$ cat src/rtl/seq6_pkg.sv
package seq6_pkg;
  localparam int unsigned CNT_W = 3;
  typedef logic [CNT_W-1:0] cnt_t;

  // bit positions of the three flip-flops
  localparam int unsigned IDX_A = 2;
  localparam int unsigned IDX_B = 1;
  localparam int unsigned IDX_C = 0;

  localparam cnt_t CODE_ZERO = 3'b000;
  localparam cnt_t CODE_ONE  = 3'b001;
  localparam cnt_t CODE_TWO  = 3'b010;
  localparam cnt_t CODE_BAD3 = 3'b011;
  localparam cnt_t CODE_FOUR = 3'b100;
  localparam cnt_t CODE_FIVE = 3'b101;
  localparam cnt_t CODE_TERM = 3'b110;
  localparam cnt_t CODE_BAD7 = 3'b111;
endpackage

$ cat src/rtl/jk_cell.sv
module jk_cell (
  input  logic clk,
  input  logic rst,
  input  logic j_i,
  input  logic k_i,
  output logic q_o
);
  always_ff @(posedge clk) begin
    if (rst) begin
      q_o <= 1'b0;
    end else begin
      unique case ({j_i, k_i})
        2'b00: q_o <= q_o;
        2'b01: q_o <= 1'b0;
        2'b10: q_o <= 1'b1;
        2'b11: q_o <= ~q_o;
        default: q_o <= q_o;
      endcase
    end
  end


  jk_hold_chk: assert property (@(posedge clk) disable iff (rst)
    (!j_i && !k_i) |=> $stable(q_o));

  jk_clear_chk: assert property (@(posedge clk) disable iff (rst)
    (!j_i && k_i) |=> !q_o);

  jk_set_chk: assert property (@(posedge clk) disable iff (rst)
    (j_i && !k_i) |=> q_o);

  jk_toggle_chk: assert property (@(posedge clk) disable iff (rst)
    (j_i && k_i) |=> (q_o != $past(q_o)));
endmodule

$ cat src/rtl/seq6_excite.sv
module seq6_excite
  import seq6_pkg::*;
(
  input  logic en_i,
  input  cnt_t q_i,
  output cnt_t j_o,
  output cnt_t k_o
);
  logic qa, qb, qc;
  assign qa = q_i[IDX_A];
  assign qb = q_i[IDX_B];
  assign qc = q_i[IDX_C];

  // Reduced terms from the present-to-next transition table,
  // with 011 and 111 steered to 000.
  always_comb begin
    j_o = '0;
    k_o = '0;
    if (en_i) begin
      j_o[IDX_A] = qb & ~qc;
      k_o[IDX_A] = qb;
      j_o[IDX_B] = qc;
      k_o[IDX_B] = 1'b1;
      j_o[IDX_C] = ~qb;
      k_o[IDX_C] = 1'b1;
    end
  end

  logic unused_qa;
  assign unused_qa = qa;
endmodule

$ cat src/rtl/seq6_jk_counter.sv
module seq6_jk_counter
  import seq6_pkg::*;
(
  input  logic             clk,
  input  logic             rst,
  input  logic             cnt_en,
  output logic [CNT_W-1:0] state_o,
  output logic             term_o
);
  cnt_t q_vec, j_vec, k_vec;

  seq6_excite u_excite (
    .en_i (cnt_en),
    .q_i  (q_vec),
    .j_o  (j_vec),
    .k_o  (k_vec)
  );

  for (genvar gi = 0; gi < CNT_W; gi++) begin : g_bit
    jk_cell u_cell (
      .clk (clk),
      .rst (rst),
      .j_i (j_vec[gi]),
      .k_i (k_vec[gi]),
      .q_o (q_vec[gi])
    );
  end

  assign state_o = q_vec;
  assign term_o  = (q_vec == CODE_TERM);


  hold_when_idle_chk: assert property (@(posedge clk) disable iff (rst)
    !cnt_en |=> $stable(state_o));

  skip_three_chk: assert property (@(posedge clk) disable iff (rst)
    (cnt_en && state_o == CODE_TWO) |=> (state_o == CODE_FOUR));

  step_from_five_chk: assert property (@(posedge clk) disable iff (rst)
    (cnt_en && state_o == CODE_FIVE) |=> (state_o == CODE_TERM));

  wrap_chk: assert property (@(posedge clk) disable iff (rst)
    (cnt_en && term_o) |=> (state_o == CODE_ZERO));

  unused_recover_chk: assert property (@(posedge clk) disable iff (rst)
    (cnt_en && (state_o == CODE_BAD3 || state_o == CODE_BAD7))
      |=> (state_o == CODE_ZERO));
endmodule

$ cat config.mk
export PLATFORM = sky130hd
export DESIGN_NAME = seq6_jk_counter
export DESIGN_NICKNAME = d
export VERILOG_FILES = /design/src/rtl/seq6_pkg.sv /design/src/rtl/jk_cell.sv /design/src/rtl/seq6_excite.sv /design/src/rtl/seq6_jk_counter.sv
export SDC_FILE = /design/constraint.sdc
export NUM_CORES = 1
export LEC_CHECK = 0
export BUFFER_PORTS_ARGS = -buffer_cell sky130_fd_sc_hd__clkbuf_2
export CAP_MARGIN = 20
export CORE_AREA = 2 2 39 41
export CTS_BUF_LIST = sky130_fd_sc_hd__clkbuf_8 sky130_fd_sc_hd__clkbuf_16
export DETAILED_ROUTE_END_ITERATION = 10
export DIE_AREA = 0 0 41 43
export PLACE_DENSITY = 0.3
export SYNTH_ARGS = -nofsm -noshare
export SYNTH_HDL_FRONTEND = slang
export SYNTH_SLANG_ARGS = --single-unit
$ cat constraint.sdc
create_clock -name clk -period 2.75 [get_ports clk]
set_input_delay 0.4125 -clock clk [delete_from_list [all_inputs] [get_ports clk]]
set_output_delay 0.4125 -clock clk [all_outputs]
set_load 0.05 [all_outputs]
==> impl_metrics.env, run 1 <==
export IMPL_status="finished, final reports clean"
export IMPL_reg2reg_setup_slack_ps=1820
export IMPL_yosysTopAreaCellShare_pct=37.8
export IMPL_nFillCells=152
export IMPL_grt_pass1_wl_um=427
export IMPL_comb_power_share_pct=9.7
export IMPL_dieArea_um2=1760
export IMPL_routabilityCongestion=0.632
export IMPL_fin_setup_tns_ps=0
export IMPL_insertedDiodeCount=0
export IMPL_routed_via_density=3.40
export IMPL_reg2reg_depth=2
export IMPL_largest_register_ffs=3
export IMPL_wl_per_cell_um=7.20
export IMPL_synthToLayoutAreaGrowth_pct=45.7
export IMPL_relSlewSlack_pct=81.7
export IMPL_boundaryPins=7
export IMPL_cts_setup_buffers=0
export IMPL_clock_latency_ps=210
export IMPL_grt_setup_unrepaired="false"
export IMPL_cts_sinks=3
export IMPL_worst_pin_slew_ps=275
export IMPL_finalCritPeriodShare_pct=53.0
export IMPL_syn_area_um2=159
export IMPL_place_area_um2=186
export IMPL_power_share_sequential_pct=26.1
export IMPL_hold_ws_ps=400
export IMPL_cts_tree="done"
export IMPL_yosys_warnings=0
export IMPL_clk_pin_slew_worst_paths_ps=30
export IMPL_grt_use_total_pct=4.21
export IMPL_gr_total_overflow=0
export IMPL_setup_violations=0
export IMPL_vias=136
export IMPL_fin_nets=28
export IMPL_final_core_util_pct=16.7
export IMPL_grt_pass1_vias=113
export IMPL_max_clock_freq_mhz=686
export IMPL_mostFrequentLayoutCell="clkbuf_2"
export IMPL_h_tree_depth=1
export IMPL_synth_top_area_cell="dfxtp_1"
export IMPL_die_height_um=43
export IMPL_path_class="flip-flop to primary output"
export IMPL_min_delay_path_class="input pin to flip-flop"
export IMPL_top_register="g_bit.u_cell.q_o"
export IMPL_timing_rr_end="g_bit[0].u_cell.q_o"
export IMPL_endpoint_kind="primary output"
export IMPL_p_switching_uw=41.5
export IMPL_cts_resized=0
export IMPL_rows=14
export IMPL_regToRegStartpoint="g_bit[1].u_cell.q_o"
export IMPL_min_path_cells=2
export IMPL_synthTopCellsByArea="dfxtp_1 (38%), buf_4 (14%), nand2b_1 (7.9%)"
export IMPL_path_buf_inv=1
export IMPL_synth_nets=20
export IMPL_internal_power_uw=147
export IMPL_hp_start="rst"
export IMPL_min_period_ps=1460
export IMPL_final_cell_mix="clkbuf_2 (6), clkbuf_8 (3), dfxtp_1 (3)"
export IMPL_clockRootBuffer="clkbuf_8"
export IMPL_worstHoldEndpoint="g_bit[0].u_cell.q_o"
export IMPL_critPathMaxFanout=7
export IMPL_crit_arrival_ps=1050
export IMPL_p_leak_uw=0.0000991
export IMPL_cts_hold_buf=0
export IMPL_die_w_um=41
export IMPL_ys_seq_elements=3
export IMPL_final_area_um2=231
export IMPL_critPathSlowestCell="dfxtp_1"
export IMPL_hold_viol_final=0
export IMPL_maxCapViolCount=0
export IMPL_grt_max_degree=8
export IMPL_portBuffers=6
export IMPL_ys_types=11
export IMPL_drt_total_wl_um=288
export IMPL_avgSynthCellArea_um2=9.35
export IMPL_switching_share_pct=22.0
export IMPL_finClkSkew_ps=2.31
export IMPL_drc=0
export IMPL_vdd_drop_max_v=0.000248
export IMPL_drive_gt1_share_pct=45.8
export IMPL_start_util_pct=11.5
export IMPL_worstPathCellList="nand2_1, nor2_1, clkbuf_2"
export IMPL_reg_top3="g_bit.u_cell.q_o x3"
export IMPL_drv_slew=0
export IMPL_power_density_nw_per_um2=815
export IMPL_antenna_found_initial=0
export IMPL_critical_path_top_delay_family="flip-flops"
export IMPL_first_pass_iters=1
export IMPL_max_stage_delay_ps=410
export IMPL_critical_path_required_ps=2340
export IMPL_antenna_left=0
export IMPL_postSynthCellCount=17
export IMPL_cts_buffer_depth=2
export IMPL_finalPower_uw=189
export IMPL_cts_buffers=3
export IMPL_core_area_um2=1380
export IMPL_cp_start_kind="flip-flop"
export IMPL_p_clk_share_pct=64.3
export IMPL_yosysSeqAreaShare_pct=37.8
export IMPL_drt_iter0_drc=0
==> per-stage QoR <==
step                      setup slack [ps]  std cells
after CTS                             1280         40
after floorplan                       1250         17
after global placement                1510         36
after detailed placement              1500         36
after global routing                  1170         40
final                                 1290         40
==> cells by family (layout without fill, tap and decap cells) <==
| group | after synthesis | count (layout) | synth area share, % |
|---|---|---|---|
| and+or+nand+nor | 7 | 7 | 29.9 |
| buffers and inverters | 3 | 10 | 14.2 |
| AOI/OAI and AO/OA | 4 | 4 | 18.1 |
| DFF | 3 | 3 | 37.8 |
==> cells in the mapped netlist <==
library cell  instances
nand3b_1              1
nand4bb_1             1
a21oi_1               2
or3b_1                1
a21bo_2               1
buf_4                 3
nor2_1                1
dfxtp_1               3
nand2b_1              2
a21oi_2               1
nand2_1               1
==> metal layers <==
metal / vias up / global-route usage [%] / wire length [µm]
met5: - / 0 / 0
met4: 0 / 0 / 0
met2: 9 / 3.44 / 84
li1: 70 / - / -
met1: 57 / 5.11 / 151
met3: 0 / 7.85 / 53
==> worst max path at each step <==
stage                        start      to  slack, ps  depth (start not counted)
5_1_grt        g_bit[1].u_cell.q_o  term_o       1170                          3
3_3_place_gp   g_bit[1].u_cell.q_o  term_o       1510                          3
2_1_floorplan  g_bit[1].u_cell.q_o  term_o       1250                          2
3_5_place_dp   g_bit[1].u_cell.q_o  term_o       1500                          3
4_1_cts        g_bit[1].u_cell.q_o  term_o       1280                          3
6_report       g_bit[1].u_cell.q_o  term_o       1290                          3
==> area by class of cell <==
type | count | area, µm² | share of cell area [%]
Timing Repair Buffer | 6 | 30.0 | 13.0
Sequential cell | 3 | 60.1 | 25.9
Clock buffer | 3 | 41.3 | 17.8
Multi-Input combinational cell | 11 | 76.3 | 33.0
Tap cell | 16 | 20.0 | 8.65
Clock inverter | 1 | 3.75 | 1.62
==> worst register-to-register path: cells and delay by family, from the launching register on <==
kind | cells | cell delay (ps)
AND/OR/NAND/NOR | 1 | 410
flip-flops | 1 | 350
AO/OA/AOI/OAI | 1 | 110
==> power by group through the flow <==
stage	combinational [µW]	sequential, µW	clock, µW
4_1_cts	18.3	49.2	126
3_3_place_gp	18.4	49.5	0
6_report	18.2	49.1	121
3_5_place_dp	18.2	49.8	0
5_1_grt	19.5	49.8	131
2_1_floorplan	16.3	48.9	0
No activity file was read; power rests on OpenSTA's default activity.
==> run 2, diff against run 1 <==
==> constraint.sdc (replaced) <==
create_clock -name clk -period 1.37 [get_ports clk]
set_input_delay 0.2055 -clock clk [delete_from_list [all_inputs] [get_ports clk]]
set_output_delay 0.2055 -clock clk [all_outputs]
set_load 0.05 [all_outputs]
==> run 2 against run 1 <==
  * Power rose by 100%
  * Register-to-register slack got worse by 1400 ps
  * Sequential share of layout area did not move
  * Critical path type unchanged
  * Largest power group unchanged
==> impl_metrics.env, run 2 (synthesis results as in run 1) <==
export IMPL_cts_buffer_depth=2
export IMPL_clockRootBuffer="clkbuf_8"
export IMPL_first_pass_iters=3
export IMPL_antenna_left=0
export IMPL_die_height_um=43
export IMPL_maxCapViolCount=0
export IMPL_critPathSlowestCell="dfxtp_1"
export IMPL_finClkSkew_ps=0.611
export IMPL_rows=14
export IMPL_grt_pass1_wl_um=455
export IMPL_wl_per_cell_um=7.45
export IMPL_path_buf_inv=1
export IMPL_grt_pass1_vias=123
export IMPL_core_area_um2=1380
export IMPL_min_period_ps=1270
export IMPL_routed_via_density=3.45
export IMPL_cts_tree="done"
export IMPL_cts_hold_buf=0
export IMPL_fin_setup_tns_ps=0
export IMPL_endpoint_kind="primary output"
export IMPL_max_clock_freq_mhz=788
export IMPL_cts_sinks=3
export IMPL_finalCritPeriodShare_pct=92.6
export IMPL_vdd_drop_max_v=0.000446
export IMPL_cts_resized=0
export IMPL_met1_usage_pct=4.79
export IMPL_worst_pin_slew_ps=276
export IMPL_drv_slew=0
export IMPL_final_cell_mix="clkbuf_2 (6), clkbuf_8 (3), dfxtp_1 (3)"
export IMPL_portBuffers=6
export IMPL_min_delay_path_class="input pin to flip-flop"
export IMPL_reg2reg_setup_slack_ps=430
export IMPL_worstPathCellList="nand2_1, nor2_1, clkbuf_2"
export IMPL_drive_gt1_share_pct=45.8
export IMPL_gr_total_overflow=0
export IMPL_place_area_um2=186
export IMPL_largest_register_ffs=3
export IMPL_clk_pin_slew_worst_paths_ps=30
export IMPL_reg_top3="g_bit.u_cell.q_o x3"
export IMPL_clock_latency_ps=210
export IMPL_top_register="g_bit.u_cell.q_o"
export IMPL_fin_nets=28
export IMPL_p_leak_uw=0.0000991
export IMPL_grt_setup_unrepaired="false"
export IMPL_critPathMaxFanout=7
export IMPL_boundaryPins=7
export IMPL_globalRouteMet3Util_pct=7.85
export IMPL_relSlewSlack_pct=81.7
export IMPL_dieArea_um2=1760
export IMPL_cts_buffers=3
export IMPL_crit_arrival_ps=1060
export IMPL_grt_use_total_pct=4.91
export IMPL_routabilityCongestion=0.643
export IMPL_drt_iter0_drc=3
export IMPL_synthToLayoutAreaGrowth_pct=45.7
export IMPL_antenna_found_initial=0
export IMPL_status="finished, final reports clean"
export IMPL_cp_start_kind="flip-flop"
export IMPL_cts_setup_buffers=0
export IMPL_critical_path_required_ps=1160
export IMPL_hold_viol_final=0
export IMPL_path_class="flip-flop to primary output"
export IMPL_max_stage_delay_ps=420
export IMPL_insertedDiodeCount=0
export IMPL_drt_total_wl_um=298
export IMPL_vias=138
export IMPL_h_tree_depth=1
export IMPL_critical_path_top_delay_family="flip-flops"
export IMPL_setup_violations=0
export IMPL_start_util_pct=11.5
export IMPL_die_w_um=41
export IMPL_final_area_um2=231
export IMPL_grt_max_degree=8
export IMPL_mostFrequentLayoutCell="clkbuf_2"
export IMPL_met2_usage_pct=4.06
export IMPL_drc=0
export IMPL_power_density_nw_per_um2=1640
export IMPL_grt_busiest_layer="met3"
-- run 2: cell counts in the layout (fill, tap and decap cells not counted) --
No cell type changed its count.
-- run 2: area by class of cell --
type	count	area (µm²)
Multi-Input combinational cell	11	76.3
Timing Repair Buffer	6	30.0
Clock buffer	3	41.3
Sequential cell	3	60.1
Tap cell	16	20.0
Fill cell	159	1150
Clock inverter	1	3.75
-- run 2: per-layer routing --
layer | routed length, µm | share of wire, %
met1 | 166 | 56
met2 | 87 | 29
met3 | 44 | 15
met4 | 0 | 0
met5 | 0 | 0
-- run 2: final timing paths --
kind | endpoint | cells after the start | startpoint
max | term_o | 3 | g_bit[1].u_cell.q_o
max reg2reg | g_bit[0].u_cell.q_o | 2 | g_bit[1].u_cell.q_o
min | g_bit[0].u_cell.q_o | 2 | rst
min reg2reg | g_bit[1].u_cell.q_o | 2 | g_bit[0].u_cell.q_o
-- run 2: report_power, final --
group / internal (µW) / switching, µW / total, µW
logic: 12.3 / 24.1 / 36.4
clock network: 190 / 54.0 / 244
registers: 92.6 / 6.13 / 98.7
-- run 2: through the flow --
stage / std cells / total power [µW] / utilization (%) / setup slack, ps / hold slack, ps
floorplan: 17 / 131 / - / 77.8 / 268
global placement: 36 / 136 / 13.5 / 338 / 412
detailed placement: 36 / 137 / 13.5 / 325 / 410
CTS: 40 / 391 / 16.7 / 95.1 / 184
global route: 40 / 406 / 16.7 / 20.7 / 193
finish: 40 / 380 / 16.7 / 101 / 191
==> run 3, diff against run 2 <==
--- a/config.mk
+++ b/config.mk
@@ -14,4 +14,5 @@
 export PLACE_DENSITY = 0.3
 export SYNTH_ARGS = -nofsm -noshare
 export SYNTH_HDL_FRONTEND = slang
+export SYNTH_HIERARCHICAL = 1
 export SYNTH_SLANG_ARGS = --single-unit
==> run 3 against run 2 <==
  * Non-clock buffer count did not move
  * Sequential share of layout area did not move
  * Largest cell class unchanged
  * Clock-buffer cell count is the same
==> impl_metrics.env, run 3 <==
export IMPL_globalRouteMet3Util_pct=5.24
export IMPL_syn_area_um2=150
export IMPL_synthTopCellsByArea="dfxtp_1 (40%), a211oi_1 (15%), buf_4 (10%)"
export IMPL_synth_compound_area_share_pct=15.0
export IMPL_drive_gt1_share_pct=54.2
export IMPL_critPathMaxFanout=7
export IMPL_critical_path_top_delay_family="flip-flops"
export IMPL_path_buf_inv=1
export IMPL_antenna_left=0
export IMPL_cts_hold_buf=0
export IMPL_fin_setup_tns_ps=0
export IMPL_worstPathCellList="and3b_2, clkbuf_2"
export IMPL_dieArea_um2=1760
export IMPL_max_clock_freq_mhz=777
export IMPL_final_cell_mix="clkbuf_2 (6), clkbuf_8 (3), nor2_1 (3), a211oi_1 (3), dfxtp_1 (3)"
export IMPL_power_density_nw_per_um2=1700
export IMPL_synth_xor_area_share_pct=0
export IMPL_synth_async_reset_ratio_pct=0
export IMPL_avgSynthCellArea_um2=9.38
export IMPL_hold_viol_final=0
export IMPL_ys_types=9
export IMPL_synth_adder_area_share_pct=0
export IMPL_routed_via_density=3.30
export IMPL_vdd_drop_max_v=0.000527
export IMPL_cts_resized=0
export IMPL_synth_edf_count=0
export IMPL_vias=132
export IMPL_grt_setup_unrepaired="false"
export IMPL_multi_input_area_um2=76.3
export IMPL_synthToLayoutAreaGrowth_pct=54.2
export IMPL_routabilityCongestion=0.531
export IMPL_drc=0
export IMPL_ys_seq_elements=3
export IMPL_gr_total_overflow=0
export IMPL_path_class="flip-flop to primary output"
export IMPL_cts_setup_buffers=0
export IMPL_clockRootBuffer="clkbuf_8"
export IMPL_grt_busiest_layer="met1"
export IMPL_reg2reg_setup_slack_ps=480
export IMPL_synth_ff_type="dfxtp_1"
export IMPL_die_height_um=43
export IMPL_min_period_ps=1290
export IMPL_grt_pass1_vias=118
export IMPL_yosys_warnings=6
export IMPL_h_tree_depth=1
export IMPL_drt_iter0_drc=2
export IMPL_antenna_found_initial=0
export IMPL_critical_path_required_ps=1160
export IMPL_synth_top_family_by_area="simple AND/OR/NAND/NOR gates"
export IMPL_setup_violations=0
export IMPL_endpoint_kind="primary output"
export IMPL_synth_mux_area_share_pct=0
export IMPL_clk_pin_slew_worst_paths_ps=30
export IMPL_cts_buffer_depth=2
export IMPL_final_area_um2=231
export IMPL_crit_arrival_ps=1080
export IMPL_top_register="g_bit.u_cell/q_o"
export IMPL_synth_nets=19
export IMPL_core_area_um2=1380
export IMPL_boundaryPins=7
export IMPL_cts_buffers=3
export IMPL_nFillCells=168
export IMPL_postSynthCellCount=16
export IMPL_met2_usage_pct=4.06
export IMPL_fin_nets=28
export IMPL_clock_latency_ps=210
export IMPL_start_util_pct=10.8
export IMPL_place_area_um2=186
export IMPL_grt_max_degree=8
export IMPL_p_leak_uw=0.000109
export IMPL_grt_use_total_pct=4.61
export IMPL_insertedDiodeCount=0
export IMPL_drt_total_wl_um=305
export IMPL_mostFrequentLayoutCell="clkbuf_2"
export IMPL_critPathSlowestCell="dfxtp_1"
export IMPL_status="finished, final reports clean"
export IMPL_rows=14
export IMPL_reg_top3="g_bit.u_cell/q_o x3"
export IMPL_worst_pin_slew_ps=276
export IMPL_largest_register_ffs=3
export IMPL_finalPower_uw=394
export IMPL_cts_sinks=3
export IMPL_cts_tree="done"
export IMPL_maxCapViolCount=0
export IMPL_yosysSeqAreaShare_pct=40.0
export IMPL_portBuffers=6
export IMPL_synth_common_cells="a211oi_1 (3), dfxtp_1 (3), nor2_1 (3)"
export IMPL_yosys_area_share_simple_pct=35.0
export IMPL_seqCellArea_um2=60.1
export IMPL_cp_start_kind="flip-flop"
export IMPL_die_w_um=41
export IMPL_relSlewSlack_pct=81.7
export IMPL_grt_pass1_wl_um=503
export IMPL_finClkSkew_ps=1.73
export IMPL_met1_usage_pct=6.39
export IMPL_finalCritPeriodShare_pct=93.9
export IMPL_synth_top_area_cell="dfxtp_1"
export IMPL_first_pass_iters=3
export IMPL_max_stage_delay_ps=400
export IMPL_wl_per_cell_um=7.63
export IMPL_yosysTopAreaCellShare_pct=40.0
export IMPL_min_delay_path_class="input pin to flip-flop"
export IMPL_drv_slew=0
==> run 3: cell count changes after synthesis, moves of 2 or more <==
cell	change
a211oi_1	+3
a21oi_1	-2
nand2b_1	-2
nor2_1	+2
==> run 3: worst paths after layout <==
kind | start | endpoint | cells past startpoint
worst max-delay path | g_bit[1].u_cell/q_o | term_o | 2
worst min-delay path | rst | g_bit[2].u_cell/q_o | 2
worst max register to register | g_bit[1].u_cell/q_o | g_bit[0].u_cell/q_o | 3
worst min register to register | g_bit[2].u_cell/q_o | g_bit[2].u_cell/q_o | 1
==> run 3: area by class of cell <==
class / count / share of cell area (%)
multi-input combinational: 11 / 33.0
sequential: 3 / 25.9
clock buffer: 3 / 17.8
timing repair buffer: 6 / 13.0
tap: 16 / 8.65
clock inverter: 1 / 1.62
==> run 3: report_power, final <==
| group | internal, µW | total (µW) | switching, µW |
|---|---|---|---|
| sequential | 94.2 | 102 | 7.60 |
| clock | 190 | 246 | 55.3 |
| combinational | 15.0 | 46.1 | 31.1 |
| total | 300 | 394 | 94.0 |
==> run 3: worst register-to-register path, stage by stage, from the launching register on <==
cell,delay [ps]
dfxtp_1,400
and2b_2,240
nor2_1,80
a211oi_1,50
==> run 3: cells by family (layout without fill, tap and decap cells) <==
kind of cell | Yosys count | count (layout)
flip-flops | 3 | 3
AND/OR/NAND/NOR | 8 | 8
AO/OA/AOI/OAI | 3 | 3
buffers and inverters | 2 | 10
==> run 3: metrics by stage <==
stage | worst slack, ps | instances | util (%) | hold WS [ps]
6_report | 83.0 | 40 | 16.7 | 204
3_5_place_dp | 298 | 36 | 13.5 | 427
3_3_place_gp | 305 | 36 | 13.5 | 423
5_1_grt | 17.0 | 40 | 16.7 | 209
2_1_floorplan | 42.1 | 16 | - | 284
4_1_cts | 68.5 | 40 | 16.7 | 202
==> run 3: layer usage <==
metal,share of wire [%],vias up
met2,29,8
met5,0,-
met4,0,0
met1,54,54
li1,-,70
met3,17,0
